$ cat config.mk
export PLATFORM = sky130hd
export DESIGN_NAME = cwf_line_fill
export DESIGN_NICKNAME = d
export VERILOG_FILES = /design/src/rtl/cwf_pkg.sv /design/src/rtl/cwf_wrap_seq.sv /design/src/rtl/cwf_word_track.sv /design/src/rtl/cwf_line_fill.sv
export SDC_FILE = /design/constraint.sdc
export NUM_CORES = 1
export LEC_CHECK = 0
export BUFFER_PORTS_ARGS = -buffer_cell sky130_fd_sc_hd__buf_2
export CAP_MARGIN = 20
export CORE_ASPECT_RATIO = 1.1
export CORE_MARGIN = 2
export CORE_UTILIZATION = 50
export DETAILED_ROUTE_END_ITERATION = 16
export PLACE_DENSITY = 0.72
export REMOVE_ABC_BUFFERS = 1
export SYNTH_ARGS = -nofsm -noshare
export SYNTH_HDL_FRONTEND = slang
export SYNTH_SLANG_ARGS = --single-unit
$ cat constraint.sdc
create_clock -name clk -period 6.5 [get_ports clk]
set_input_delay 0.65 -clock clk [delete_from_list [all_inputs] [get_ports clk]]
set_output_delay 0.65 -clock clk [all_outputs]
set_load 0.01 [all_outputs]
$ cat src/rtl/cwf_pkg.sv
package cwf_pkg;
  typedef enum logic [1:0] {
    ST_IDLE = 2'd0,
    ST_REQ  = 2'd1,
    ST_FILL = 2'd2
  } fill_st_e;
endpackage

$ cat src/rtl/cwf_wrap_seq.sv
module cwf_wrap_seq #(
  parameter int WORDS = 8,
  localparam int OFF_W = $clog2(WORDS)
) (
  input  logic             clk,
  input  logic             rst_n,
  input  logic             load,
  input  logic [OFF_W-1:0] start_off,
  input  logic             step,
  output logic [OFF_W-1:0] cur_off,
  output logic             first,
  output logic             last
);
  logic [OFF_W-1:0] cnt_q, cnt_n;
  logic [OFF_W-1:0] start_q, start_n;

  always_comb begin
    cnt_n   = cnt_q;
    start_n = start_q;
    if (load) begin
      cnt_n   = '0;
      start_n = start_off;
    end else if (step) begin
      cnt_n = cnt_q + 1'b1;
    end
  end

  always_ff @(posedge clk or negedge rst_n) begin
    if (!rst_n) begin
      cnt_q   <= '0;
      start_q <= '0;
    end else begin
      cnt_q   <= cnt_n;
      start_q <= start_n;
    end
  end

  assign cur_off = start_q + cnt_q;
  assign first   = (cnt_q == '0);
  assign last    = (cnt_q == OFF_W'(WORDS - 1));

  AST_NO_STEP_ON_LOAD: assert property (@(posedge clk) disable iff (!rst_n)
    !(load && step));
endmodule

$ cat src/rtl/cwf_word_track.sv
module cwf_word_track #(
  parameter int WORDS  = 8,
  parameter int DATA_W = 32,
  localparam int OFF_W = $clog2(WORDS)
) (
  input  logic              clk,
  input  logic              rst_n,
  input  logic              clear,
  input  logic              wr_en,
  input  logic [OFF_W-1:0]  wr_off,
  input  logic [DATA_W-1:0] wr_data,
  input  logic [OFF_W-1:0]  rd_off,
  output logic              rd_hit,
  output logic [DATA_W-1:0] rd_data,
  output logic              full
);
  logic [WORDS-1:0]  mask_q, mask_n;
  logic [DATA_W-1:0] buf_q [WORDS];

  always_comb begin
    mask_n = mask_q;
    if (clear) begin
      mask_n = '0;
    end else if (wr_en) begin
      mask_n[wr_off] = 1'b1;
    end
  end

  always_ff @(posedge clk or negedge rst_n) begin
    if (!rst_n) mask_q <= '0;
    else        mask_q <= mask_n;
  end

  for (genvar g = 0; g < WORDS; g++) begin : g_slot
    always_ff @(posedge clk) begin
      if (wr_en && (wr_off == OFF_W'(g))) buf_q[g] <= wr_data;
    end
  end

  logic fwd;
  assign fwd     = wr_en && (wr_off == rd_off);
  assign rd_hit  = mask_q[rd_off] || fwd;
  assign rd_data = fwd ? wr_data : buf_q[rd_off];
  assign full    = &mask_q;

  AST_NO_DOUBLE_WRITE: assert property (@(posedge clk) disable iff (!rst_n)
    wr_en |-> !mask_q[wr_off]);
endmodule

$ cat src/rtl/cwf_line_fill.sv
module cwf_line_fill #(
  parameter int WORDS  = 8,
  parameter int ADDR_W = 16,
  parameter int DATA_W = 32,
  localparam int OFF_W = $clog2(WORDS)
) (
  input  logic              clk,
  input  logic              rst_n,
  input  logic              miss_valid,
  input  logic [ADDR_W-1:0] miss_addr,
  output logic              miss_ready,
  output logic              mem_req_valid,
  output logic [ADDR_W-1:0] mem_req_addr,
  input  logic              mem_req_ready,
  input  logic              rd_valid,
  input  logic [DATA_W-1:0] rd_data,
  output logic              rd_ready,
  output logic              wr_en,
  output logic [ADDR_W-1:0] wr_addr,
  output logic [DATA_W-1:0] wr_data,
  output logic              cpu_crit_valid,
  output logic [DATA_W-1:0] cpu_crit_data,
  input  logic              cpu_rd_valid,
  input  logic [OFF_W-1:0]  cpu_rd_off,
  output logic              cpu_rd_ready,
  output logic [DATA_W-1:0] cpu_rd_data,
  output logic              fill_done
);
  import cwf_pkg::*;

  fill_st_e          st_q, st_n;
  logic [ADDR_W-1:0] addr_q, addr_n;
  logic              done_q, done_n;
  logic              beat, start_fill;
  logic [OFF_W-1:0]  cur_off;
  logic              seq_first, seq_last;
  logic              trk_hit, trk_full;
  logic [DATA_W-1:0] trk_data;

  assign beat       = (st_q == ST_FILL) && rd_valid;
  assign start_fill = (st_q == ST_REQ) && mem_req_ready;

  always_comb begin
    st_n   = st_q;
    addr_n = addr_q;
    done_n = beat && seq_last;
    case (st_q)
      ST_IDLE: if (miss_valid) begin
        st_n   = ST_REQ;
        addr_n = miss_addr;
      end
      ST_REQ:  if (mem_req_ready) st_n = ST_FILL;
      ST_FILL: if (beat && seq_last) st_n = ST_IDLE;
      default: st_n = ST_IDLE;
    endcase
  end

  always_ff @(posedge clk or negedge rst_n) begin
    if (!rst_n) begin
      st_q   <= ST_IDLE;
      addr_q <= '0;
      done_q <= 1'b0;
    end else begin
      st_q   <= st_n;
      addr_q <= addr_n;
      done_q <= done_n;
    end
  end

  cwf_wrap_seq #(.WORDS(WORDS)) u_seq (
    .clk       (clk),
    .rst_n     (rst_n),
    .load      (start_fill),
    .start_off (addr_q[OFF_W-1:0]),
    .step      (beat),
    .cur_off   (cur_off),
    .first     (seq_first),
    .last      (seq_last)
  );

  cwf_word_track #(.WORDS(WORDS), .DATA_W(DATA_W)) u_trk (
    .clk     (clk),
    .rst_n   (rst_n),
    .clear   (start_fill),
    .wr_en   (beat),
    .wr_off  (cur_off),
    .wr_data (rd_data),
    .rd_off  (cpu_rd_off),
    .rd_hit  (trk_hit),
    .rd_data (trk_data),
    .full    (trk_full)
  );

  assign miss_ready     = (st_q == ST_IDLE);
  assign mem_req_valid  = (st_q == ST_REQ);
  assign mem_req_addr   = addr_q;
  assign rd_ready       = (st_q == ST_FILL);
  assign wr_en          = beat;
  assign wr_addr        = {addr_q[ADDR_W-1:OFF_W], cur_off};
  assign wr_data        = rd_data;
  assign cpu_crit_valid = beat && seq_first;
  assign cpu_crit_data  = rd_data;
  assign cpu_rd_ready   = (st_q == ST_FILL) && trk_hit;
  assign cpu_rd_data    = trk_data;
  assign fill_done      = done_q;

  AST_BUSY_REFUSES: assert property (@(posedge clk) disable iff (!rst_n)
    (rd_ready || mem_req_valid) |-> !miss_ready);
  AST_REQ_HOLD: assert property (@(posedge clk) disable iff (!rst_n)
    (mem_req_valid && !mem_req_ready) |=> (mem_req_valid && $stable(mem_req_addr)));
  AST_CRIT_WITH_WRITE: assert property (@(posedge clk) disable iff (!rst_n)
    cpu_crit_valid |-> (wr_en && wr_addr == mem_req_addr));
  AST_DONE_AFTER_WRITE: assert property (@(posedge clk) disable iff (!rst_n)
    fill_done |-> ($past(wr_en) && trk_full));
  AST_DONE_ONE_CYCLE: assert property (@(posedge clk) disable iff (!rst_n)
    fill_done |=> !fill_done);
endmodule

==> results of run 1 <==
## kinds of logic after synthesis
group	Yosys count
XOR/XNOR	5
AND/OR/NAND/NOR	22
multiplexers	150
AO/OA/AOI/OAI	14
buffers and inverters	108
flip-flops	289
adder cells (fa/ha/maj)	5
## synthesized netlist by cell type (all sizes together), types with 3 or more instances
cell and count:
nor2 5, ha 4, clkbuf 8, edfxtp 256
mux4 66, dfrtp 33, buf 95, inv 5
o21a 9, nand2 4, mux2 84, nor4 3
## critical path, delay by kind of cell (launching register included)
family        cells  cell delay, ns
simple gates      1            0.80
buf+inv           2            0.48
mux               1            0.37
xor+xnor          2            0.71
fa+ha+maj         2            0.58
flops             1            0.43
## where the power goes
group | internal (W) | switching [W]
logic | 0.000437 | 0.000533
registers | 0.00225 | 0.0000927
clock network | 0.000886 | 0.000648
total | 0.00357 | 0.00127
## stage by stage
| stage | cells | total power [W] | utilization, % |
|---|---|---|---|
| finish | 1055 | 0.004849 | 57.05 |
| global route | 1055 | 0.005053 | 57.05 |
| CTS | 1055 | 0.004903 | 57.05 |
| detailed placement | 1003 | 0.003365 | 53.37 |
| global placement | 1003 | 0.003328 | 53.37 |
| floorplan | 490 | 0.002922 | - |
## flip-flops by register name, summed over array words and instances (netlist names)
register       flops
u_seq.cnt_q        3
st_q               2
u_trk.buf_q      256
fill_done          1
u_seq.start_q      3
u_trk.mask_q       8
mem_req_addr      16
## routing by layer
layer,vias up,global-route usage [%],share of wire (%)
li1,2557,-,-
met1,3057,22.28,41
met2,233,30.38,50
met3,38,4.067,7.1
met4,2,5.233,2.3
met5,-,0,0.057
## placed cells by master, fill, tap and decap left out
cell       netlist  routed
o21a_1           9       9
nand2_1          4       4
inv_6            0       1
a22o_1           2       2
nand2b_1         1       1
xor2_1           2       2
ha_1             4       4
dfrtp_1         33      33
mux4_2          65      65
edfxtp_1       256     256
nor3_2           0       2
mux2_2          55      55
nor4_4           1       1
nand3_1          1       1
and2_1           2       2
inv_4            0       1
clkbuf_8         0       2
inv_2            1       1
xnor2_1          2       2
a21oi_1          2       2
nor4_2           0       2
mux2_4          29      29
inv_1            4       4
mux4_1           1       1
nor2_4           0       4
clkbuf_16        0      31
nand3b_1         1       1
and2b_1          1       1
buf_12           4       1
clkinv_2         0       8
fa_1             1       1
nor2_1           5       1
buf_2            5     189
nor2b_1          1       1
clkbuf_1         8       5
nor3b_1          1       1
clkinv_1         0       4
buf_4           77      13
xnor3_2          1       1
a21o_1           1       1
## worst max-delay path by stage
stage | startpoint | cells past startpoint | end
3_3_place_gp | u_seq.cnt_q[0]$_DFFE_PN0P_ | 8 | cpu_rd_data[1]
2_1_floorplan | u_seq.cnt_q[0]$_DFFE_PN0P_ | 5 | u_trk.buf_q[0][0]$_DFFE_PP_
6_report | u_seq.cnt_q[0]$_DFFE_PN0P_ | 8 | cpu_rd_data[1]
5_1_grt | u_seq.cnt_q[0]$_DFFE_PN0P_ | 8 | cpu_rd_data[1]
3_5_place_dp | u_seq.cnt_q[0]$_DFFE_PN0P_ | 8 | cpu_rd_data[1]
4_1_cts | u_seq.cnt_q[0]$_DFFE_PN0P_ | 8 | cpu_rd_data[1]
## cell type report
type | instances | area, µm² | area share (%)
well taps | 310 | 387.9 | 2.804
clock inverters | 14 | 70.07 | 0.5065
multi-input cells | 196 | 2959 | 21.39
flip-flops and latches | 289 | 8513 | 61.54
clock buffers | 38 | 822.0 | 5.942
inverters | 5 | 18.77 | 0.1357
repair buffers | 203 | 1064 | 7.687
==> flow_summary_export.csv, run 1 <==
group,metric,value,unit
clock_tree,cts_resized,0,
worst_setup_path,arrival,3.91,ns
finish,nets,786,
clock_tree,root_buffer,"clkbuf_16",
clock_tree,holdBufCountCts,0,
routing,routed_wl,22.79,mm
logic_synthesis,synth_top_cell_by_area,"edfxtp_1",
logic_synthesis,synth_area_per_cell,20.60,µm²
logic_synthesis,synth-warning-count,0,
finish,drive_gt1_share,54.50,%
logic_synthesis,synth_simple_gate_area_share,1.065,%
routing,drt-initial-drc-count,261,
grt,grt.total_usage,17.55,%
clock_tree,cts.reportedPaths.clkPinSlew,0.06,ns
timing,holdWs,0.1720,ns
clock_tree,cts_max_path_buffers,3,
timing,tightest_slew,1.050,ns
logic_synthesis,synthXorXnorAreaFrac,0.4814,%
timing,final.period_utilization,70.17,%
pwr,power.density,350.5,nW/µm²
worst_setup_path,crit_chain,"ha_1, fa_1, xnor3_2, xnor2_1, nor4_4, buf_12, mux2_2, buf_2",
logic_synthesis,syn_inst,593,
clock_tree,cts_max_level,1,
logic_synthesis,synth.distinct_cells,35,
logic_synthesis,synth_ff_type,"edfxtp_1",
logic_synthesis,synth_adder_area_share,0.5736,%
floorplan,start_util,50.38,%
worst_hold_path,hp-class,"in2async",
worst_setup_path,required,5.85,ns
logic_synthesis,synth-async-reset-ratio,11.42,%
finish,diodes,0,
clock_tree,clock_sinks,289,
worst_setup_path,r2r_start,"u_seq.cnt_q[0]$_DFFE_PN0P_",
run_status,status,"complete, no violations",
timing,tns,0,ns
routing,vias,5887,
floorplan,row_count,60,
worst_setup_path,worstSetupPathType,"reg2out",
floorplan,die_h,167.9,µm
worst_setup_path,reg2reg_depth,6,
logic_synthesis,synth_top_area_share,62.93,%
timing,rsz0062_at_grt,"false",
routing,ant_nets,0,
routing,wl_per_cell,21.60,µm
finish,final_area,13830,µm²
grt,antenna_found_initial,1,
job,drv_cap,0,
worst_setup_path,critical-path-max-stage-delay,0.80,ns
logic_synthesis,muxShareOfSynthArea,20.83,%
logic_synthesis,ys_seq_area_share,69.69,%
floorplan,ios,192,
clock_tree,cts_tree,"built",
timing,fin_ws,1.939,ns
timing,fin_skew,0.01095,ns
finish,final.fill_count,1802,
place,dp_slack,2.415,ns
worst_setup_path,cp-start-kind,"register",
worst_setup_path,r2r_end,"u_trk.buf_q[0][22]$_DFFE_PP_",
logic_synthesis,synth_edf_count,256,
timing,final-max-slew-violation-count,0,
worst_setup_path,path_max_fanout,24,
logic_synthesis,synth_area,12220,µm²
place,dpl_cell_area,12940,µm²
pwr,irDropWorstVdd,0.2937,mV
logic_synthesis,ys_seq_elements,289,
finish,area_growth,13.25,%
logic_synthesis,synth_top_family_by_area,"multiplexers",
grt,grt_pass1_vias,6218,
grt,grt_start_max_net_pins,66,
pwr,p_leak,5.011,nW
timing,fmax,219.3,MHz
clock_tree,postCtsSetupRepairBufs,0,
worst_setup_path,r2r_slack,3.53,ns
worst_setup_path,cp_slowest_cell,"nor4_4",
floorplan,core,24250,µm²
logic_synthesis,synth_compound_area_share,0.8399,%
clock_tree,cts_buffers,29,
logic_synthesis,ys_top_cells_by_area,"edfxtp_1 (63%), mux4_2 (12%), dfrtp_1 (6.8%), mux2_2 (5.1%), buf_4 (4.7%)",
routing,drc,0,
floorplan,fp.dieW,153.0,µm
place,dp_hpwl,13.10,mm
place,routabilityCongestion,0.7424,
clock_tree,clock_latency,0.53,ns
place,port_buffers,190,
worst_setup_path,endpoint_kind,"output port",
timing,hold_viol,0,
timing,finalSetupViolCount,0,
routing,first_pass_iters,6,
floorplan,dieArea,25700,µm²
grt,grt_pass1_wl,34.69,mm
routing,vias_per_cell,5.580,
grt,grt_overflow_total,0,
timing,slew_headroom,29.44,%
timing,fin_crit,4.561,ns
Power figures use the tool's default switching activity.
==> inputs of run 2 (changes only) <==
- ABC_AREA: default -> 1
- PLACE_DENSITY: 0.72 -> 0.74
- clock period: 6.5 -> 3.71 ns (I/O delays scaled with it)
==> run 2 against run 1 <==
Against the previous run:
- synthesized cell count up 100%
- area after synthesis up 5.7%
- clock power up 76%
- setup slack worse by 1.8 ns
- largest power group unchanged
- highest routed layer is now met4
- critical path type unchanged
- combinational power up 90%
- worst hold slack worse by 0.13 ns
- total power up 78%
- clock skew down 0.0032 ns
- utilization up 0.26 points
==> flow_summary_export.csv, run 2 <==
group,metric,value,unit
worst_setup_path,critical-path-max-stage-delay,0.53,ns
floorplan,die_h,172.5,µm
timing,fin_skew,0.007727,ns
finish,layout_common_cells,"nand2_1 (299), edfxtp_1 (256), buf_2 (189)",
logic_synthesis,ys_seq_area_share,65.93,%
logic_synthesis,synth_top_area_share,59.53,%
finish,final_cells,1682,
clock_tree,cts_buffers,29,
pwr,irDropWorstVdd,0.4884,mV
worst_setup_path,arrival,3.18,ns
grt,grt_pass1_vias,8499,
routing,wl_per_cell,16.83,µm
worst_setup_path,crit_path_start,"u_seq.cnt_q[0]$_DFFE_PN0P_",
clock_tree,clock_latency,0.53,ns
floorplan,start_util,50.96,%
worst_setup_path,cp.depth,8,
logic_synthesis,syn_inst,1211,
grt,grt_overflow_total,0,
worst_setup_path,worstSetupPathType,"reg2out",
job,drv_cap,0,
logic_synthesis,synth.distinct_cells,28,
routing,routed_wl,28.31,mm
logic_synthesis,ys_seq_elements,289,
finish,drive_gt1_share,20.36,%
timing,final-max-slew-violation-count,0,
logic_synthesis,synth.most_common_cell,"nand2_1",
clock_tree,postCtsSetupRepairBufs,0,
finish,top_register,"u_trk.buf_q",
floorplan,fp.dieW,157.2,µm
grt,met2_usage,36.28,%
clock_tree,cts_max_path_buffers,3,
worst_setup_path,cp-start-kind,"register",
logic_synthesis,synth_area_per_cell,10.66,µm²
worst_setup_path,endpoint_kind,"output port",
grt,grt.total_usage,20.77,%
timing,rsz0062_at_grt,"false",
clock_tree,clock_sinks,289,
floorplan,dieArea,27130,µm²
timing,final.period_utilization,95.62,%
worst_setup_path,reg2reg_depth,7,
grt,grt-busiest-layer,"met2",
run_status,status,"complete, no violations",
logic_synthesis,synth-warning-count,0,
grt,antenna_found_initial,0,
logic_synthesis,synth_edf_count,256,
floorplan,ios,192,
finish,layout_commonest_cell,"nand2_1",
timing,fin_crit,3.548,ns
logic_synthesis,synth_area,12910,µm²
floorplan,core,25340,µm²
floorplan,row_count,61,
timing,hold_viol,0,
place,dpl_cell_area,13640,µm²
routing,drt-initial-drc-count,725,
routing,vias_per_cell,5.194,
finish,nets,1379,
routing,drc,0,
logic_synthesis,synth_common_cells,"nand2_1 (299), edfxtp_1 (256), nor2_1 (141), inv_1 (95), o21ai_0 (84)",
grt,grt_start_max_net_pins,196,
worst_setup_path,required,3.34,ns
timing,slew_headroom,43.84,%
worst_setup_path,worst-path-buf-inv,1,
worst_setup_path,crit_end,"cpu_rd_data[2]",
routing,ant_nets,0,
logic_synthesis,synth-async-reset-ratio,11.42,%
place,dp.cells,1631,
worst_setup_path,r2r_start,"u_seq.cnt_q[0]$_DFFE_PN0P_",
worst_setup_path,path_max_fanout,33,
worst_setup_path,crit_chain,"ha_1, fa_1, xor2_1, nor2_8, nand3_4, nand2_1, nand2_1, buf_2",
pwr,p_leak,6.144,nW
timing,fmax,281.9,MHz
place,dp_hpwl,16.40,mm
worst_setup_path,crit_top_cell,"nand2_1",
clock_tree,cts.reportedPaths.clkPinSlew,0.06,ns
routing,first_pass_iters,5,
worst_setup_path,crit_family,"simple AND/OR/NAND/NOR gates",
place,routabilityCongestion,0.7836,
routing,vias,8736,
timing,tns,0,ns
timing,finalSetupViolCount,0,
logic_synthesis,synth_ff_type,"edfxtp_1",
worst_setup_path,cp_slowest_cell,"fa_1",
finish,largest_register_ffs,256,
worst_setup_path,r2r_slack,1.05,ns
finish,diodes,0,
grt,grt_use_met3,3.083,%
clock_tree,cts_max_level,1,
place,port_buffers,190,
logic_synthesis,synth_top_cell_by_area,"edfxtp_1",
finish,final_area,14520,µm²
pwr,power.density,593.6,nW/µm²
finish,area_growth,12.47,%
logic_synthesis,ys_top_cells_by_area,"edfxtp_1 (60%), nand2_1 (8.7%), dfrtp_1 (6.4%), buf_4 (4.7%), nor2_1 (4.1%)",
clock_tree,root_buffer,"clkbuf_16",
worst_setup_path,r2r_end,"u_trk.buf_q[7][26]$_DFFE_PP_",
grt,grt_pass1_wl,44.30,mm
grt,grtUsageMet1,27.05,%
timing,tightest_slew,0.8424,ns
worst_hold_path,hp-class,"in2reg",
clock_tree,cts_tree,"built",
-- run 2: changes by cell type after synthesis, moves of 9 or more --
| cell | change |
|---|---|
| clkbuf_1 | +9 |
| o21a_1 | -9 |
| mux2_4 | -29 |
| nand2_1 | +295 |
| o211ai_1 | +32 |
| nand3_1 | +40 |
| mux2_2 | -42 |
| o21ai_0 | +84 |
| inv_1 | +91 |
| o21ai_1 | +19 |
| a21oi_1 | +41 |
| nor2_1 | +136 |
| buf_2 | +26 |
| mux4_2 | -65 |
-- run 2: layout make-up --
cell class,instances,area (µm²)
Inverter,99,374.1
Timing Repair Buffer,213,1195
Sequential cell,289,8513
Fill cell,2059,10820
Clock buffer,36,752.0
Clock inverter,14,117.6
Tap cell,346,432.9
Multi-Input combinational cell,685,3138
-- run 2: worst min-delay path by stage --
| stage | to | depth (start not counted) | startpoint |
|---|---|---|---|
| after global placement | mem_req_addr[14]$_DFFE_PN0P_ | 1 | rst_n |
| after detailed placement | mem_req_addr[14]$_DFFE_PN0P_ | 1 | rst_n |
| after CTS | st_q[0]$_DFFE_PN0P_ | 2 | mem_req_ready |
| after floorplan | fill_done$_DFF_PN0_ | 0 | rst_n |
| final | st_q[0]$_DFFE_PN0P_ | 2 | mem_req_ready |
| after global routing | st_q[0]$_DFFE_PN0P_ | 2 | mem_req_ready |
-- run 2: cells by family (layout without fill, tap and decap cells) --
family / Yosys count / after routing / synth area share (%)
compound gates: 180 / 180 / 7.645
flops: 289 / 289 / 65.93
mux: 13 / 13 / 1.134
fa+ha+maj: 5 / 5 / 0.5427
xor+xnor: 1 / 1 / 0.06784
simple gates: 486 / 486 / 14.85
buf+inv: 237 / 362 / 9.826
-- run 2: report_power, final --
group          switching [W]  internal (W)  total, W
clock network        0.00113       0.00156   0.00270
registers           0.000157       0.00393   0.00409
logic                0.00122      0.000623   0.00184
-- run 2: routing by layer --
layer | up-vias | routed length (µm)
met1 | 4139 | 11320
met4 | 0 | 574
met2 | 375 | 14160
li1 | 4175 | -
met5 | - | 0
met3 | 47 | 2252
-- run 2: through the flow --
stage / total power (W) / utilization (%) / hold slack (ns) / setup slack, ns
finish: 0.008620 / 57.31 / 0.04494 / 0.1624
global placement: 0.005934 / 53.81 / 0.4640 / 0.6737
global route: 0.009034 / 57.31 / 0.04881 / 0.006311
detailed placement: 0.005989 / 53.81 / 0.4751 / 0.6449
floorplan: 0.005122 / - / 0.07541 / 1.121
CTS: 0.008668 / 57.28 / 0.02816 / 0.08080
-- run 2: timing repair --
| action | CTS | global route |
|---|---|---|
| setup endpoints to repair | 0 | 5 |
| hold buffers | 1 | 0 |
| gates resized for setup | 0 | 1 |
| endpoints found under the hold margin | 33 | 0 |
